### src/rtl/flag_port.sv
module flag_port #(
  parameter int NPINS = 16,
  parameter int AW    = 4
) (
  input  logic             clk,
  input  logic             rst_n,
  input  logic             wr_en,
  input  logic [AW-1:0]    wr_addr,
  input  logic [NPINS-1:0] wr_data,
  input  logic [AW-1:0]    rd_addr,
  output logic [NPINS-1:0] rd_data,
  input  logic [NPINS-1:0] pin_in,
  output logic [NPINS-1:0] pin_out,
  output logic [NPINS-1:0] pin_oe,
  output logic             irq_a,
  output logic             irq_b
);

  localparam logic [AW-1:0] A_DIR   = AW'(0);
  localparam logic [AW-1:0] A_DIR2  = AW'(1);
  localparam logic [AW-1:0] A_FCLR  = AW'(2);
  localparam logic [AW-1:0] A_FSET  = AW'(3);
  localparam logic [AW-1:0] A_MACLR = AW'(4);
  localparam logic [AW-1:0] A_MASET = AW'(5);
  localparam logic [AW-1:0] A_MBCLR = AW'(6);
  localparam logic [AW-1:0] A_MBSET = AW'(7);
  localparam logic [AW-1:0] A_POL   = AW'(8);
  localparam logic [AW-1:0] A_SENS  = AW'(9);
  localparam logic [AW-1:0] A_ANY   = AW'(10);

  logic [NPINS-1:0] dir, flag, mask_a, mask_b, pol, sens, any_edge;
  logic [NPINS-1:0] sync1, sync2, adj_q;
  logic [NPINS-1:0] adj, det, clr_w, set_w;

  function automatic logic hit(input logic [AW-1:0] a);
    return wr_en && (wr_addr == a);
  endfunction

  assign adj   = sync2 ^ pol;
  assign det   = ~dir & ((~sens & adj)
                       | (sens & ~any_edge & adj & ~adj_q)
                       | (sens & any_edge & (adj ^ adj_q)));
  assign clr_w = hit(A_FCLR) ? wr_data : '0;
  assign set_w = hit(A_FSET) ? wr_data : '0;

  always_ff @(posedge clk or negedge rst_n) begin
    if (!rst_n) begin
      dir <= '0; flag <= '0; mask_a <= '0; mask_b <= '0;
      pol <= '0; sens <= '0; any_edge <= '0;
      sync1 <= '0; sync2 <= '0; adj_q <= '0;
    end else begin
      sync1 <= pin_in;
      sync2 <= sync1;
      adj_q <= adj;
      flag  <= (flag & ~clr_w) | set_w | det;
      if (hit(A_DIR) || hit(A_DIR2)) dir <= wr_data;
      if (hit(A_MACLR)) mask_a <= mask_a & ~wr_data;
      if (hit(A_MASET)) mask_a <= mask_a | wr_data;
      if (hit(A_MBCLR)) mask_b <= mask_b & ~wr_data;
      if (hit(A_MBSET)) mask_b <= mask_b | wr_data;
      if (hit(A_POL))   pol <= wr_data;
      if (hit(A_SENS))  sens <= wr_data;
      if (hit(A_ANY))   any_edge <= wr_data;
    end
  end

  always_comb begin
    case (rd_addr)
      A_DIR, A_DIR2:     rd_data = dir;
      A_FCLR, A_FSET:    rd_data = flag;
      A_MACLR, A_MASET:  rd_data = mask_a;
      A_MBCLR, A_MBSET:  rd_data = mask_b;
      A_POL:             rd_data = pol;
      A_SENS:            rd_data = sens;
      A_ANY:             rd_data = any_edge;
      default:           rd_data = '0;
    endcase
  end

  assign pin_out = flag;
  assign pin_oe  = dir;
  assign irq_a   = |(flag & mask_a);
  assign irq_b   = |(flag & mask_b);

  assert_dir_write_R3: assert property (@(posedge clk) disable iff (!rst_n)
    (wr_en && (wr_addr == A_DIR || wr_addr == A_DIR2)) |=> (pin_oe == $past(wr_data)));

  assert_set_bits_R4: assert property (@(posedge clk) disable iff (!rst_n)
    (wr_en && wr_addr == A_FSET) |=> ((pin_out & $past(wr_data)) == $past(wr_data)));

  assert_clear_outputs_R5: assert property (@(posedge clk) disable iff (!rst_n)
    (wr_en && wr_addr == A_FCLR) |=> ((pin_out & $past(wr_data & pin_oe)) == '0));

  assert_outputs_hold_R6: assert property (@(posedge clk) disable iff (!rst_n)
    !wr_en |=> ((pin_out & pin_oe) == $past(pin_out & pin_oe)));

  assert_irq_a_sticky_R12: assert property (@(posedge clk) disable iff (!rst_n)
    (irq_a && !wr_en) |=> irq_a);

  assert_irq_b_sticky_R12: assert property (@(posedge clk) disable iff (!rst_n)
    (irq_b && !wr_en) |=> irq_b);

endmodule

### config.mk
export PLATFORM = sky130hd
export DESIGN_NAME = flag_port
export DESIGN_NICKNAME = d
export VERILOG_FILES = /design/src/rtl/flag_port.sv
export SDC_FILE = /design/constraint.sdc
export NUM_CORES = 1
export LEC_CHECK = 0
export BUFFER_PORTS_ARGS = -buffer_cell sky130_fd_sc_hd__buf_2
export CAP_MARGIN = 40
export CORE_MARGIN = 1.5
export CORE_UTILIZATION = 50
export CTS_CLUSTER_DIAMETER = 100
export DETAILED_ROUTE_END_ITERATION = 16
export PLACE_DENSITY = 0.71
export SKIP_LAST_GASP = 1
export SYNTH_ARGS = -nofsm -noshare
export SYNTH_HDL_FRONTEND = slang
export SYNTH_SLANG_ARGS = --single-unit
### constraint.sdc
create_clock -name clk -period 3.79 [get_ports clk]
set_clock_uncertainty 0.05 [all_clocks]
set_input_delay 0.5685 -clock clk [delete_from_list [all_inputs] [get_ports clk]]
set_output_delay 0.5685 -clock clk [all_outputs]
set_load 0.05 [all_outputs]
==> summary.txt <==
Floorplanning
  • Die area: around 15000 um2
  • X dimension of the die: approximately 120 um
  • Initial standard-cell utilization of the core: 51.3%
  • Core area: between 10000 and 15000 um2
  • Floorplan row count: 43
  • Die boundary height: roughly 120 um
  • Boundary Pins: 93

Timing
  • Worst slack on hold paths: 0.186 ns
  • Peak Freq: roughly 350 MHz
  • Number of hold violations in the final report: 0
  • Unrepaired setup endpoints after global routing: no
  • Number of failing setup endpoints in the final timing report: 0
  • Final Slew Violations: 0
  • Post-Route Setup TNS: 0 ns
  • Worst-Margin Slew: a little over 0.7 ns
  • Share of the cycle needed by the critical path after routing: between 70% and 80%
  • Relative slew margins: a little over half
  • Least setup slack across all paths after layout: between 0.9 and 1 ns
  • Minimum clock period after layout: about 2.8 ns

Cells and area
  • Filler instances: about 1100
  • Layout Utilization: around three fifths
  • Net count reported at finish: 694
  • Fraction of layout cells with a size suffix above 1: 39.2%
  • Antenna cell count: 0
  • Area taken by multi-input logic gates: 3000 um2
  • Layout overhead on the synthesized area: 19.4%
  • Combined flip-flop and latch cell area: between 4000 and 5000 um2

Setup path
  • Crit path launch type: primary input
  • Worst-case register-to-register setup slack: roughly 2.6 ns
  • Data required, critical path: around 3.2 ns
  • Signal arrival time at the worst endpoint: 2.23 ns
  • Peak fanout along the critical path: 16
  • Endpoint class of the critical path: output pin
  • R2r worst-path depth: 3
  • Critical path class: in -> out

Synth
  • Flop and latch count out of synthesis: 160
  • Ys async rst share: 100%
  • Sequential share of the synthesized area: 56.0%
  • Syn_nets: between 500 and 600
  • Number of enable-type register cells in the synthesized netlist: 0
  • Post-synthesis average cell area: roughly 13 um2
  • Most instantiated flip-flop cell in the synthesis netlist: sky130_fd_sc_hd__dfrtp_1
  • Synthesized instance count: between 500 and 600
  • Post-Synthesis Cell Area: 7150 um2
  • Yosys Warn Count: 0
  • Count of distinct cell types in the synthesized netlist: 37

Global route
  • Tot GR Track Use: between 20% and 30%
  • Via count of the first global-routing pass: 5338
  • Number of antenna violations at the first check in global routing: 0
  • Total gr overflow: 0
  • Maximum number of pins on one net before global-route repair: 81
  • Wire length of the first global-routing pass: roughly 29000 um

Clock network
  • Max H-tree Level: 4
  • Number of buffers on the longest clock path: 2
  • Clock transition at the registers of the reported paths: approximately 0.060 ns
  • CTS Sinks: between 150 and 200
  • CTS tree: built
  • Worst skew pair latency: about 0.43 ns
  • Number of buffers inserted during clock tree synthesis: 17
  • Root buffer cell: sky130_fd_sc_hd__clkbuf_16

Placed design
  • Placed wire-length estimate after detailed placement: ~12000 um
  • Final Wtd Congestion: between 0.8 and 0.9
  • Worst setup timing slack at the placement stage: between 0.9 and 1 ns
  • Number of input and output port buffers inserted: approximately 90

Power
  • Power per cell area: 607 nW/um2
  • Leakage: roughly 3.8 nW
  • Worst-case vdd ir drop: between 0.3 and 0.4 mV

Route
  • Routed met2 length: between 9000 and 10000 um
  • Drt pass-1 iters: 5
  • Iteration-0 DRC Markers: 541
  • Wire length on met3: 865 um
  • DR vias/cell: roughly 6.1
  • Routed wire per std cell: ~22 um
  • Met1 layer wirelength in the final routing: about 7700 um
  • Total routed wirelength: 18200 um
  • Top layer in use: met4
  • Number of DRC violations after detailed routing: 0
  • Total vias in the final route: about 5000
  • Remaining antenna violation count: 0

Worst hold path
  • Count of cells along the worst hold path: 1
  • Worst hold-check path type: in -> reg

Run status
  • Result of the run: finished clean

Run
  • Count of max-cap constraint violations: 0
## power by group
group / switching (mW) / internal (mW)
Sequential: 0.285 / 2.02
Clock: 0.674 / 1.10
Combinational: 0.633 / 0.459
Total: 1.59 / 3.59
## worst paths after layout
path	start	to
worst max register to register	pol[5]	pin_out[5]
worst min-delay path	pin_in[12]	sync1[12]
worst max-delay path	rd_addr[3]	rd_data[3]
max in group asynchronous	rst_n	async pin
min in group asynchronous	rst_n	pin_oe[15]
worst min register to register	sync1[14]	sync2[14]
## kinds of logic after synthesis
kind of cell	synth area share, %
flops	56.0
mux	20.4
simple gates	9.05
compound gates	10.2
buf+inv	2.36
xor+xnor	1.96
## what timing repair did
action / 4_1_cts / 5_1_grt
buffers inserted: 0 / 0
endpoints found under the setup margin: 0 / 0
hold buffers: 1 / 0
gates resized for setup: 0 / 0
hold endpoints to repair: 15 / 0
## critical path, stage by stage
cell                       delay (ns)
sky130_fd_sc_hd__buf_2           0.34
sky130_fd_sc_hd__buf_4           0.28
sky130_fd_sc_hd__nor3_1          0.08
sky130_fd_sc_hd__buf_4           0.22
sky130_fd_sc_hd__a222oi_1        0.31
sky130_fd_sc_hd__o211ai_1        0.18
sky130_fd_sc_hd__buf_2           0.24
## routing by layer
metal  track usage (%)  vias to the layer above
met4              10.3                        0
li1                  -                     2272
met3              5.62                       34
met1              32.3                     2670
met5                 0                        -
met2              43.1                      159
## synthesized netlist by cell type (3+ instances only)
cell type                  number  area, um2
sky130_fd_sc_hd__nor4bb_1       3       30.0
sky130_fd_sc_hd__o22ai_1       16        100
sky130_fd_sc_hd__mux2_4        10        150
sky130_fd_sc_hd__a222oi_1      14        140
sky130_fd_sc_hd__clkbuf_1      21       78.8
sky130_fd_sc_hd__buf_2          9       45.0
sky130_fd_sc_hd__nor3b_1       16        120
sky130_fd_sc_hd__buf_6          3       33.8
sky130_fd_sc_hd__mux2_2        99       1110
sky130_fd_sc_hd__a22oi_1       17        128
sky130_fd_sc_hd__and3_1        16        100
sky130_fd_sc_hd__a22o_1         8       70.1
sky130_fd_sc_hd__o211ai_1      14        105
sky130_fd_sc_hd__mux2i_1       17        170
sky130_fd_sc_hd__a21oi_1       16       80.1
sky130_fd_sc_hd__nand2_1       62        233
sky130_fd_sc_hd__dfrtp_1      160       4000
sky130_fd_sc_hd__and4b_1        3       30.0
sky130_fd_sc_hd__nand4_1        3       18.8
sky130_fd_sc_hd__a221oi_1       8       70.1
sky130_fd_sc_hd__xor2_1        16        140
## through the flow
step                      area, um2  total power [mW]  std cells
after CTS                      8530              5.21        844
after floorplan                7150              3.06        552
after global placement         7860              3.36        809
after detailed placement       7910              3.42        811
final                          8530              5.18        844
after global routing           8530              5.39        844
## final cells by class
cell class / count / area share, %
Sequential cell: 160 / 46.9
Multi-Input combinational cell: 357 / 35.2
Timing Repair Buffer: 114 / 7.96
Clock buffer: 23 / 5.72
Tap cell: 180 / 2.64
Clock inverter: 9 / 1.52
Inverter: 1 / 0.0440
## cells in the final DEF, fill, tap and decap left out, types with 16 or more instances in the layout
cell type | synthesis | layout
sky130_fd_sc_hd__o22ai_1 | 16 | 16
sky130_fd_sc_hd__dfrtp_1 | 160 | 160
sky130_fd_sc_hd__nor3b_1 | 16 | 16
sky130_fd_sc_hd__mux2_2 | 99 | 99
sky130_fd_sc_hd__nand2_1 | 62 | 62
sky130_fd_sc_hd__a21oi_1 | 16 | 16
sky130_fd_sc_hd__a22oi_1 | 17 | 17
sky130_fd_sc_hd__buf_4 | 1 | 18
sky130_fd_sc_hd__and3_1 | 16 | 16
sky130_fd_sc_hd__buf_2 | 9 | 91
sky130_fd_sc_hd__clkbuf_16 | 0 | 17
sky130_fd_sc_hd__xor2_1 | 16 | 16
sky130_fd_sc_hd__mux2i_1 | 17 | 17
(Power assumes the default switching activity.)
